`config.mk`:
```
export PLATFORM = sky130hd
export DESIGN_NAME = ssfi_engine
export DESIGN_NICKNAME = d
export VERILOG_FILES = /design/src/rtl/ssfi_pkg.sv /design/src/rtl/ssfi_cut.sv /design/src/rtl/ssfi_recmem.sv /design/src/rtl/ssfi_goldmem.sv /design/src/rtl/ssfi_ctrl.sv /design/src/rtl/ssfi_engine.sv
export SDC_FILE = /design/constraint.sdc
export NUM_CORES = 1
export LEC_CHECK = 0
export BUFFER_PORTS_ARGS = -buffer_cell sky130_fd_sc_hd__buf_4
export CAP_MARGIN = 30
export CORE_ASPECT_RATIO = 1.4
export CORE_MARGIN = 4
export CORE_UTILIZATION = 56
export CTS_CLUSTER_DIAMETER = 120
export DETAILED_ROUTE_END_ITERATION = 12
export PLACE_DENSITY = 0.76
export SYNTH_ARGS = -nofsm -noshare
export SYNTH_HDL_FRONTEND = slang
export SYNTH_HIERARCHICAL = 1
export SYNTH_SLANG_ARGS = --single-unit
```
`constraint.sdc`:
```
create_clock -name clk -period 1.18 [get_ports clk]
set_input_delay 0 -clock clk [delete_from_list [all_inputs] [get_ports clk]]
set_output_delay 0 -clock clk [all_outputs]
set_load 0.02 [all_outputs]
```
`src/rtl/ssfi_pkg.sv`:
```
package ssfi_pkg;

  typedef enum logic [2:0] {
    ST_IDLE  = 3'd0,
    ST_GOLD  = 3'd1,
    ST_FETCH = 3'd2,
    ST_SHIFT = 3'd3,
    ST_RUN   = 3'd4,
    ST_LOG   = 3'd5,
    ST_DONE  = 3'd6
  } ssfi_state_e;

endpackage

```
`src/rtl/ssfi_cut.sv`:
```
// Circuit under test: a small feedback shift register whose flops double
// as a serial load chain. Functional clocking and shifting are exclusive.
module ssfi_cut #(
  parameter int W = 8,
  parameter int OW = 4,
  parameter logic [W-1:0] INIT = '0,
  parameter logic [W-1:0] POLY = '0
) (
  input  logic          clk,
  input  logic          rst_n,
  input  logic          init_en,
  input  logic          func_en,
  input  logic          scan_en,
  input  logic          scan_in,
  input  logic [W-1:0]  stim,
  output logic [OW-1:0] dout
);

  logic [W-1:0] st_q;
  logic [W-1:0] st_d;
  logic [W-1:0] fb;
  logic         st_en;

  always_comb begin
    fb    = st_q[W-1] ? POLY : '0;
    st_en = init_en | func_en | scan_en;
    if (init_en) begin
      st_d = INIT;
    end else if (scan_en) begin
      st_d = {scan_in, st_q[W-1:1]};
    end else begin
      st_d = {st_q[W-2:0], 1'b0} ^ stim ^ fb;
    end
  end

  always_ff @(posedge clk or negedge rst_n) begin
    if (!rst_n) begin
      st_q <= INIT;
    end else if (st_en) begin
      st_q <= st_d;
    end
  end

  assign dout = st_q[OW-1:0];

  // scan shifting and functional clocking never overlap
  a_r4_scan_func_excl: assert property (@(posedge clk) disable iff (!rst_n)
    !(func_en && scan_en));

  // with no enable active the circuit holds its state
  a_r4_frozen_hold: assert property (@(posedge clk) disable iff (!rst_n)
    (!init_en && !func_en && !scan_en) |=> $stable(st_q));

endmodule

```
`src/rtl/ssfi_recmem.sv`:
```
// Fault record store: synchronous write, combinational read.
module ssfi_recmem #(
  parameter int NREC = 8,
  parameter int RW = 13
) (
  input  logic                    clk,
  input  logic                    we,
  input  logic [$clog2(NREC)-1:0] waddr,
  input  logic [RW-1:0]           wdata,
  input  logic [$clog2(NREC)-1:0] raddr,
  output logic [RW-1:0]           rdata
);

  logic [RW-1:0] mem [NREC];

  always_ff @(posedge clk) begin
    if (we) begin
      mem[waddr] <= wdata;
    end
  end

  assign rdata = mem[raddr];

endmodule

```
`src/rtl/ssfi_goldmem.sv`:
```
// Reference output store, one entry per stimulus cycle.
module ssfi_goldmem #(
  parameter int NCYC = 16,
  parameter int OW = 4,
  parameter int CW = 5
) (
  input  logic          clk,
  input  logic          rst_n,
  input  logic          we,
  input  logic [CW-1:0] waddr,
  input  logic [OW-1:0] wdata,
  input  logic [CW-1:0] raddr,
  output logic [OW-1:0] rdata
);

  localparam int GAW = $clog2(NCYC);

  logic [OW-1:0] mem [NCYC];
  logic          rd_ok;

  always_ff @(posedge clk) begin
    if (we) begin
      mem[waddr[GAW-1:0]] <= wdata;
    end
  end

  assign rd_ok = raddr < CW'(NCYC);
  assign rdata = rd_ok ? mem[raddr[GAW-1:0]] : '0;

  // the reference run writes only inside the stimulus window
  a_r2_gold_addr_range: assert property (@(posedge clk) disable iff (!rst_n)
    we |-> (waddr < CW'(NCYC)));

endmodule

```
`src/rtl/ssfi_ctrl.sv`:
```
// Campaign sequencer: reference run, then fetch / shift / replay / log
// for every record.
module ssfi_ctrl
  import ssfi_pkg::*;
#(
  parameter int W = 8,
  parameter int OW = 4,
  parameter int NCYC = 16,
  parameter int NREC = 8,
  parameter int CW = 5,
  parameter logic [W-1:0] STIM_K = '0
) (
  input  logic                    clk,
  input  logic                    rst_n,
  input  logic                    start,
  input  logic [CW+W-1:0]         rec_rdata,
  output logic [$clog2(NREC)-1:0] rec_raddr,
  output logic                    gold_we,
  output logic [CW-1:0]           gold_addr,
  input  logic [OW-1:0]           gold_rdata,
  input  logic [OW-1:0]           cut_dout,
  output logic                    cut_init,
  output logic                    cut_func,
  output logic                    cut_scan,
  output logic                    cut_scan_in,
  output logic [W-1:0]            stim,
  output logic                    busy,
  output logic                    done,
  output logic [NREC-1:0]         fail_map
);

  localparam int AW = $clog2(NREC);
  localparam int BW = $clog2(W);
  localparam int RW = CW + W;

  ssfi_state_e    st_q, st_d;
  logic [CW-1:0]  t_q, t_d;
  logic [AW-1:0]  idx_q, idx_d;
  logic [BW-1:0]  bit_q, bit_d;
  logic [W-1:0]   sh_q, sh_d;
  logic           fail_q, fail_d;
  logic [NREC-1:0] map_q, map_d;
  logic           t_en, sh_en, map_en;
  logic           in_range;
  logic           mismatch;
  logic [W-1:0]   t_w;

  assign t_w      = W'(t_q);
  assign stim     = t_w * STIM_K;
  assign in_range = t_q < CW'(NCYC);
  assign mismatch = cut_dout != gold_rdata;

  always_comb begin
    st_d        = st_q;
    t_d         = t_q;
    idx_d       = idx_q;
    bit_d       = bit_q;
    sh_d        = sh_q;
    fail_d      = fail_q;
    map_d       = map_q;
    t_en        = 1'b0;
    sh_en       = 1'b0;
    map_en      = 1'b0;
    cut_init    = 1'b0;
    cut_func    = 1'b0;
    cut_scan    = 1'b0;
    cut_scan_in = sh_q[0];
    gold_we     = 1'b0;
    rec_raddr   = idx_q;
    unique case (st_q)
      ST_IDLE, ST_DONE: begin
        if (start) begin
          cut_init = 1'b1;
          t_d      = '0;
          t_en     = 1'b1;
          map_d    = '0;
          map_en   = 1'b1;
          st_d     = ST_GOLD;
        end
      end
      ST_GOLD: begin
        gold_we  = 1'b1;
        cut_func = 1'b1;
        t_d      = t_q + 1'b1;
        t_en     = 1'b1;
        if (t_q == CW'(NCYC - 1)) begin
          idx_d = '0;
          st_d  = ST_FETCH;
        end
      end
      ST_FETCH: begin
        sh_d   = rec_rdata[W-1:0];
        sh_en  = 1'b1;
        t_d    = rec_rdata[RW-1:W];
        t_en   = 1'b1;
        bit_d  = '0;
        fail_d = 1'b0;
        st_d   = ST_SHIFT;
      end
      ST_SHIFT: begin
        cut_scan = 1'b1;
        sh_d     = sh_q >> 1;
        sh_en    = 1'b1;
        bit_d    = bit_q + 1'b1;
        if (bit_q == BW'(W - 1)) begin
          st_d = ST_RUN;
        end
      end
      ST_RUN: begin
        if (!in_range) begin
          st_d = ST_LOG;
        end else if (mismatch) begin
          fail_d = 1'b1;
          st_d   = ST_LOG;
        end else begin
          cut_func = 1'b1;
          t_d      = t_q + 1'b1;
          t_en     = 1'b1;
        end
      end
      ST_LOG: begin
        map_d[idx_q] = fail_q;
        map_en       = 1'b1;
        if (idx_q == AW'(NREC - 1)) begin
          st_d = ST_DONE;
        end else begin
          idx_d = idx_q + 1'b1;
          st_d  = ST_FETCH;
        end
      end
      default: st_d = ST_IDLE;
    endcase
  end

  assign gold_addr = t_q;

  always_ff @(posedge clk or negedge rst_n) begin
    if (!rst_n) begin
      st_q   <= ST_IDLE;
      t_q    <= '0;
      idx_q  <= '0;
      bit_q  <= '0;
      sh_q   <= '0;
      fail_q <= 1'b0;
      map_q  <= '0;
    end else begin
      st_q   <= st_d;
      idx_q  <= idx_d;
      bit_q  <= bit_d;
      fail_q <= fail_d;
      if (t_en)   t_q   <= t_d;
      if (sh_en)  sh_q  <= sh_d;
      if (map_en) map_q <= map_d;
    end
  end

  assign busy     = (st_q != ST_IDLE) && (st_q != ST_DONE);
  assign done     = st_q == ST_DONE;
  assign fail_map = map_q;

  // Length of the current shift window, for the check below.
  logic [BW:0] scan_run_q;
  always_ff @(posedge clk or negedge rst_n) begin
    if (!rst_n) begin
      scan_run_q <= '0;
    end else if (cut_scan) begin
      scan_run_q <= scan_run_q + 1'b1;
    end else begin
      scan_run_q <= '0;
    end
  end

  // each shift window is exactly W cycles long
  a_r4_scan_window_len: assert property (@(posedge clk) disable iff (!rst_n)
    $fell(cut_scan) |-> (scan_run_q == (BW+1)'(W)));

  // a campaign in flight is never restarted
  a_r10_no_restart_busy: assert property (@(posedge clk) disable iff (!rst_n)
    busy |-> !cut_init);

  // done holds until a new start
  a_r8_done_holds: assert property (@(posedge clk) disable iff (!rst_n)
    (done && !start) |=> done);

  // the outcome map is frozen while done stays high
  a_r8_map_stable_done: assert property (@(posedge clk) disable iff (!rst_n)
    (done && $past(done)) |-> $stable(fail_map));

endmodule

```
`src/rtl/ssfi_engine.sv`:
```
// Top: record store, reference store, circuit under test and sequencer.
module ssfi_engine #(
  parameter int W = 8,
  parameter int OW = 4,
  parameter int NCYC = 16,
  parameter int NREC = 8,
  parameter logic [W-1:0] INIT = 8'h5A,
  parameter logic [W-1:0] POLY = 8'h1D,
  parameter logic [W-1:0] STIM_K = 8'h13
) (
  input  logic                          clk,
  input  logic                          rst_n,
  input  logic                          start,
  input  logic                          rec_we,
  input  logic [$clog2(NREC)-1:0]       rec_addr,
  input  logic [$clog2(NCYC)+W:0]       rec_wdata,
  output logic                          busy,
  output logic                          done,
  output logic                          scan_active,
  output logic [NREC-1:0]               fail_map
);

  localparam int CW = $clog2(NCYC) + 1;
  localparam int AW = $clog2(NREC);
  localparam int RW = CW + W;

  // Reset: asserted asynchronously, released on a clock edge.
  logic rst_meta_q, rst_sync_n;
  always_ff @(posedge clk or negedge rst_n) begin
    if (!rst_n) begin
      rst_meta_q <= 1'b0;
      rst_sync_n <= 1'b0;
    end else begin
      rst_meta_q <= 1'b1;
      rst_sync_n <= rst_meta_q;
    end
  end

  logic [AW-1:0] rec_raddr;
  logic [RW-1:0] rec_rdata;
  logic          rec_wr_ok;
  logic          gold_we;
  logic [CW-1:0] gold_addr;
  logic [OW-1:0] gold_rdata;
  logic [OW-1:0] cut_dout;
  logic          cut_init, cut_func, cut_scan, cut_scan_in;
  logic [W-1:0]  stim;

  assign rec_wr_ok = rec_we & ~busy;

  ssfi_recmem #(.NREC(NREC), .RW(RW)) u_recmem (
    .clk   (clk),
    .we    (rec_wr_ok),
    .waddr (rec_addr),
    .wdata (rec_wdata),
    .raddr (rec_raddr),
    .rdata (rec_rdata)
  );

  ssfi_goldmem #(.NCYC(NCYC), .OW(OW), .CW(CW)) u_goldmem (
    .clk   (clk),
    .rst_n (rst_sync_n),
    .we    (gold_we),
    .waddr (gold_addr),
    .wdata (cut_dout),
    .raddr (gold_addr),
    .rdata (gold_rdata)
  );

  ssfi_cut #(.W(W), .OW(OW), .INIT(INIT), .POLY(POLY)) u_cut (
    .clk     (clk),
    .rst_n   (rst_sync_n),
    .init_en (cut_init),
    .func_en (cut_func),
    .scan_en (cut_scan),
    .scan_in (cut_scan_in),
    .stim    (stim),
    .dout    (cut_dout)
  );

  ssfi_ctrl #(
    .W(W), .OW(OW), .NCYC(NCYC), .NREC(NREC), .CW(CW), .STIM_K(STIM_K)
  ) u_ctrl (
    .clk         (clk),
    .rst_n       (rst_sync_n),
    .start       (start),
    .rec_rdata   (rec_rdata),
    .rec_raddr   (rec_raddr),
    .gold_we     (gold_we),
    .gold_addr   (gold_addr),
    .gold_rdata  (gold_rdata),
    .cut_dout    (cut_dout),
    .cut_init    (cut_init),
    .cut_func    (cut_func),
    .cut_scan    (cut_scan),
    .cut_scan_in (cut_scan_in),
    .stim        (stim),
    .busy        (busy),
    .done        (done),
    .fail_map    (fail_map)
  );

  assign scan_active = cut_scan;

  // the record store is never written during a campaign
  a_r9_no_write_busy: assert property (@(posedge clk) disable iff (!rst_sync_n)
    busy |-> !rec_wr_ok);

endmodule

```
# Word level (Yosys, flattened, before mapping)
# Memories as Yosys holds them, arrays and structs flattened.
# Cells that the tools add are included.
# Widths: inputs -> output; s select.
# totals
ff_bits	41
latch_bits	0
ram_bits	168
rom_bits	0
in_bits	20
out_inout_bits	11
elab_cells	104
memories	2
# op_classes
addsub	3
n_mul	1
n_div	0
n_lt_le_gt_ge	3
n_eq_ne	19
shifts	0
mux	42
bitwise_logic	6
n_reduce_logical	18
# mem_list
name	depth	width	read_ports	rd_clocked_by_memory_dff	wr	line_no	text
u_recmem.mem	8	13	1	0	1	ssfi_recmem.sv:14	logic [RW-1:0] mem [NREC];
u_goldmem.mem	16	4	1	0	1	ssfi_goldmem.sv:18	logic [OW-1:0] mem [NCYC];
# op_table
operator	n
$pmux 8 s2	2
$mux 3	8
$mux 8	3
$mux 5	4
$pmux 5 s4	1
$pmux 3 s6	1
$xor 8x8->8	2
$eq 3x3->1 const B	5
$mux 1	14
$pmux 3 s2	2
$reduce_and 3->1	3
$bwmux 8	1
$mul 5x5->8 const B	1
$ne 2x1->1 const B	4
$reduce_bool 2->1	4
$add 3x1->3 const B	2
$eq 3x2->1 const B	2
$ne 2x2->1 const B	3
$ne 3x3->1 const B	2
$pmux 1 s2	3
$reduce_or 2->1	3
$add 5x1->5 const B	1
$eq 5x4->1 const B	1
$lt 5x5->1 const B	1
17 further kinds	19

# Depth between registers and ports, before layout
# depth
word_depth	8
mapped_depth	12
mapped_depth_nobuf	10

# Hierarchy
# The synthesis kept the hierarchy.
# modules_own_cells
mod	n_inst	cells_per_inst	area_per_inst_um2	seq_area_each_um2
ssfi_recmem	1	163	4055.1	3123.0
ssfi_goldmem	1	139	2632.5	1921.8
ssfi_ctrl	1	225	2033.2	775.7
ssfi_cut	1	57	570.5	205.2
ssfi_engine	1	4	67.6	50.0

# Least setup slack after synthesis
# No wires, ideal clock.
# synth_path
kind	register to register
start	reg u_ctrl.t_q[0] (netlist: u_ctrl/gold_addr[0])
end	reg u_cut.st_q[5]
setup_ns	0.077
t_arrival_ns	2.824
t_required_ns	1.103
path_slack_ns	-1.721
path_stages_with_launch	13
path_buffers	3
period_less_slack_ns	2.901
cell_sequence	dfrtp_1 buf_6 buf_8 mux4_1 nand3b_1 o211ai_1 xnor2_1 nand4_1 o22ai_1 clkbuf_8 nor2_1 a211o_1 a21oi_1
# synth_between
elab_chain_cells	8
elab_cells_between_ends	14
classes_between	mul (1); order compare (1); eq/ne (1); mux (6); bitwise (4); memory (1)
# synth_rtl
item	line_no	text
start: declaration	ssfi_ctrl.sv:37	logic [CW-1:0] t_q, t_d;
start signal: assignment	ssfi_ctrl.sv:151	if (t_en) t_q <= t_d;
$mem_v2 16x4 / $lt 5x5->1 (equally long branches)	-	
$mux 4 *	ssfi_goldmem.sv:28	assign rdata = rd_ok ? mem[raddr[GAW-1:0]] : '0;
named net gold_rdata[3]	ssfi_engine.sv:44	logic [OW-1:0] gold_rdata;
$ne 4x4->1 *	ssfi_ctrl.sv:51	assign mismatch = cut_dout != gold_rdata;
$mux 1 *	ssfi_ctrl.sv:112	end else if (mismatch) begin
$mux 1 *	ssfi_ctrl.sv:110	if (!in_range) begin
$pmux 1 s2 *	ssfi_ctrl.sv:70	unique case (st_q)
named net cut_func	ssfi_engine.sv:46	logic cut_init, cut_func, cut_scan, cut_scan_in;
$or 1x1->1 * (2 in a row)	ssfi_cut.sv:26	st_en = init_en | func_en | scan_en;
end signal: assignment	ssfi_cut.sv:40	st_q <= st_d;
end: declaration	ssfi_cut.sv:19	logic [W-1:0] st_q;
# Mark *: on every way through the listed nets, which the timed path passes. The rest lies on a longest branch.
# A chain may end at the register's enable or synchronous reset.

# Final worst setup path
# layout_path
start	reg u_ctrl.t_q[0] (netlist: u_ctrl/gold_addr[0])
end	reg u_cut.st_q[0]
# Same word-level chain as after synthesis.

==> results.sh <==
export IMPL_chipWidth_um=117
export IMPL_clkLatencyLatePin_ns=0.49
export IMPL_layout_area_overhead_vs_synth_pct=35.3
export IMPL_placement_rows=55
export IMPL_layout_drive_gt1_share=0.458
export IMPL_dieArea_um2=18900
export IMPL_area_of_placed_instances_um2=10800
export IMPL_hpwlAfterDp_um=13300
export IMPL_synth_net_count=628
export IMPL_vias_per_cell=6.14
export IMPL_first_iter_violations=635
export IMPL_stdcell_count=994
export IMPL_hold_depth=5
export IMPL_path_buf_inv=3
export IMPL_yosys_register_bits=209
export IMPL_nNetsFinal=821
export IMPL_synth_largest_area_cell="sky130_fd_sc_hd__edfxtp_1"
export IMPL_critical_path_cell_by_cell="buf_12, buf_6, mux4_2, a32oi_1, o31ai_1, xnor2_1, nand4_1, o22ai_2, buf_6, nor2_1, a211o_1, a21oi_1"
export IMPL_grt_max_degree=40
export IMPL_cts_inserted_buffers=20
export IMPL_post_synth_num_cell_types=62
export IMPL_route_vias_total=6107
export IMPL_origin_of_the_worst_min_delay_path="start"
export IMPL_cts_max_path_buffers=3
export IMPL_detail_route_wl_per_cell_um=24.7
export IMPL_clkSlewWorstSetupHoldPaths_ns=0.07
export IMPL_dominantRegCellSynth="sky130_fd_sc_hd__edfxtp_1"
export IMPL_worst_endpoint_required_ns=1.58
export IMPL_placedCellCount=893
export IMPL_fin_ws_ns=-1.74
export IMPL_r2r_worst_path_cells=12
export IMPL_initial_core_utilization=0.574
export IMPL_critical_path_top_delay_family="compound AO/OA/AOI/OAI gates"
export IMPL_regToRegSetupSlack_ns=-1.74
export IMPL_final_core_utilization=0.777
export IMPL_worst_clock_skew_ns=0.0115
export IMPL_regToRegEndpoint="u_cut/st_q[0]$_DFFE_PN0P_"
export IMPL_dp_worst_setup_slack_ns=-1.73
export IMPL_final_setup_tns_ns=-176.08
export IMPL_worst_endpoint_arrival_ns=3.32
export IMPL_endpoint_kind="flip-flop"
export IMPL_globalRouteOverflowTotal=0
export IMPL_setup_violations=210
export IMPL_status="complete, but fails checks"
export IMPL_postSynth_asyncResetShare=0.196
export IMPL_worst_path_max_fanout=6
export IMPL_worst_ir_drop_vdd_v=0.00211
export IMPL_initial_antenna_violation_count=0
export IMPL_rsz_0062_raised_after_global_routing="true"
export IMPL_startpoint_type="flip-flop"
export IMPL_failed_checks="setup timing"
export IMPL_ys_top_cells_by_area="sky130_fd_sc_hd__edfxtp_1 (54%), sky130_fd_sc_hd__dfrtp_1 (9.9%), sky130_fd_sc_hd__mux4_1 (9.3%)"
export IMPL_die_y_um=161
export IMPL_max_slew_violation_count=0
export IMPL_critical_path_slowest_cell="sky130_fd_sc_hd__dfrtp_4"
export IMPL_boundaryPins=31
export IMPL_cts_root_buf="sky130_fd_sc_hd__clkbuf_16"
export IMPL_syn_mean_instance_area_um2=15.9
export IMPL_period_needed_ns=2.92
export IMPL_cts_sinks=209
export IMPL_top_area_cell_type_share_of_the_netlist_area=0.539
export IMPL_critical_path_max_stage_delay_ns=0.53
export IMPL_regToRegStartpoint="u_ctrl/gold_addr[0]$_DFFE_PN0P_"
export IMPL_cellPowerDensity_nw_per_um2=2430
export IMPL_cts_htree_levels=1
export IMPL_number_of_enable_type_register_cells_in_the_synthesized_netlist=168
export IMPL_max_clock_freq_ghz=0.342
export IMPL_max_cap_violations=0
export IMPL_drt_antenna_violating_nets=0
export IMPL_number_of_warning_messages_in_the_yosys_log=6
export IMPL_buffer_ports_inserted=30
export IMPL_timing_hold_worst_endpoint="u_ctrl/fail_map[2]$_DFFE_PN0P_"
export IMPL_drc_errors=0
export IMPL_placer_congestion_estimate=0.831
export IMPL_synthesis_area_um2=9360
export IMPL_synth_yosys_seq_area_share=0.649
export IMPL_synth_commonest_cells="sky130_fd_sc_hd__edfxtp_1 (168), sky130_fd_sc_hd__nor2_1 (47), sky130_fd_sc_hd__dfrtp_1 (37)"
export IMPL_hold_viol=0
export IMPL_syn_instance_count=588
export IMPL_num_antenna_cells=0
export IMPL_track_usage=0.261
export IMPL_via_count_of_the_first_global_routing_pass=6604
export IMPL_coreArea_um2=16300
export IMPL_min_period_over_period=2.48
export IMPL_grt_pass1_wl_um=37400
export IMPL_crit_type="reg2reg"
export IMPL_final_design_area_no_fill_um2=12700
export IMPL_first_pass_iters=4
export IMPL_cts_tree="done"
export IMPL_hold_path_class="in2reg"
export IMPL_leakagePower_nw=4.74
export IMPL_most_instantiated_library_cell_after_synthesis="sky130_fd_sc_hd__edfxtp_1"
export IMPL_drt_wl_total_um=24600
export IMPL_critical_path_top_cell_by_count="sky130_fd_sc_hd__buf_6"
## power by group
group / leakage, nW / switching [mW] / internal, mW / total, mW
sequential: 2.01 / 0.633 / 9.23 / 9.87
clock: 0.308 / 2.64 / 3.53 / 6.17
combinational: 2.42 / 7.30 / 7.50 / 14.8
total: 4.74 / 10.6 / 20.3 / 30.8
## per-layer routing
metal | up-vias | global-route usage | wire length, µm
li1 | 2662 | - | -
met1 | 3110 | 0.306 | 8680
met2 | 243 | 0.478 | 13700
met3 | 92 | 0.0343 | 1130
met4 | 0 | 0.0908 | 1060
met5 | - | 0 | 0
## timing repair
item                                    in CTS  in global routing
pin swaps                                   39                 22
hold endpoints to repair                   106                  3
endpoints found under the setup margin     210                210
cloned                                       4                  1
gates resized for setup                    135                 35
hold buffers                                15                  2
setup buffers                               39                 11
## kinds of logic (layout without fill, tap and decap cells)
logic type                 count (synthesis)  count (layout)  synth area share
DFF                                      209             209             0.649
and+or+nand+nor                          123             123            0.0635
AOI/OAI and AO/OA                         97              97            0.0667
muxes                                     69              69             0.141
buffers and inverters                     48             255            0.0309
xor gates and xnor gates                  21              21            0.0213
adders and majority gates                 20              20            0.0275
other                                      1               1          0.000401
## layout by cell type (no fill, tap or decap), drive strengths merged, types with 14 or more instances in the layout
cell type      n
buf          188
edfxtp       168
nor2          47
mux4          38
dfrtp         37
o21ai         30
clkbuf        27
nand2         25
a21oi         24
mux2          20
ha            19
dlygate4sd3   17
inv           14
## worst max-delay path by stage
stage                                          from  cells past startpoint                   endpoint
floorplan           u_ctrl/gold_addr[0]$_DFFE_PN0P_                     12  u_cut/st_q[7]$_DFFE_PN0P_
global placement    u_ctrl/gold_addr[0]$_DFFE_PN0P_                     11  u_cut/st_q[7]$_DFFE_PN0P_
detailed placement  u_ctrl/gold_addr[0]$_DFFE_PN0P_                     10  u_cut/st_q[1]$_DFFE_PN1P_
CTS                 u_ctrl/gold_addr[0]$_DFFE_PN0P_                     12  u_cut/st_q[1]$_DFFE_PN1P_
global route        u_ctrl/gold_addr[0]$_DFFE_PN0P_                     12  u_cut/st_q[0]$_DFFE_PN0P_
finish              u_ctrl/gold_addr[0]$_DFFE_PN0P_                     12  u_cut/st_q[0]$_DFFE_PN0P_
## worst register-to-register path, delay by kind of cell, from the launching register on
family | cells | cell delay [ns]
muxes | 1 | 0.45
and+or+nand+nor | 2 | 0.27
buffers and inverters | 3 | 0.44
xor gates and xnor gates | 1 | 0.17
AOI/OAI and AO/OA | 5 | 0.97
DFF | 1 | 0.53
## flip-flops by register name, summed over array words and instances (netlist names)
signal and cells:
u_ctrl/sh_q 8, u_ctrl/gold_addr 5, u_ctrl/rec_raddr 3, u_ctrl/fail_map 8, rst_sync_n 1, u_ctrl/fail_q 1
u_ctrl/bit_q 3, u_recmem/mem 104, rst_meta_q 1, u_cut/st_q 8, u_goldmem/mem 64, u_ctrl/st_q 3
## metrics by stage
stage | power, mW | hold WS [ns]
after floorplan | 17.2 | -0.296
after global placement | 20.3 | -0.217
after detailed placement | 20.8 | -0.215
after CTS | 29.4 | 0.0285
after global routing | 32.1 | 0.0848
final | 30.8 | 0.0809
## cell type report
class                   count  area [µm²]
flip-flops and latches    209        6090
fillers                   785        3640
multi-input cells         331        3570
repair buffers            205        2080
clock buffers              27         558
well taps                 199         249
clock inverters             9        65.1
inverters                  14        52.6
Note: power is estimated with default switching activity, not from simulation.
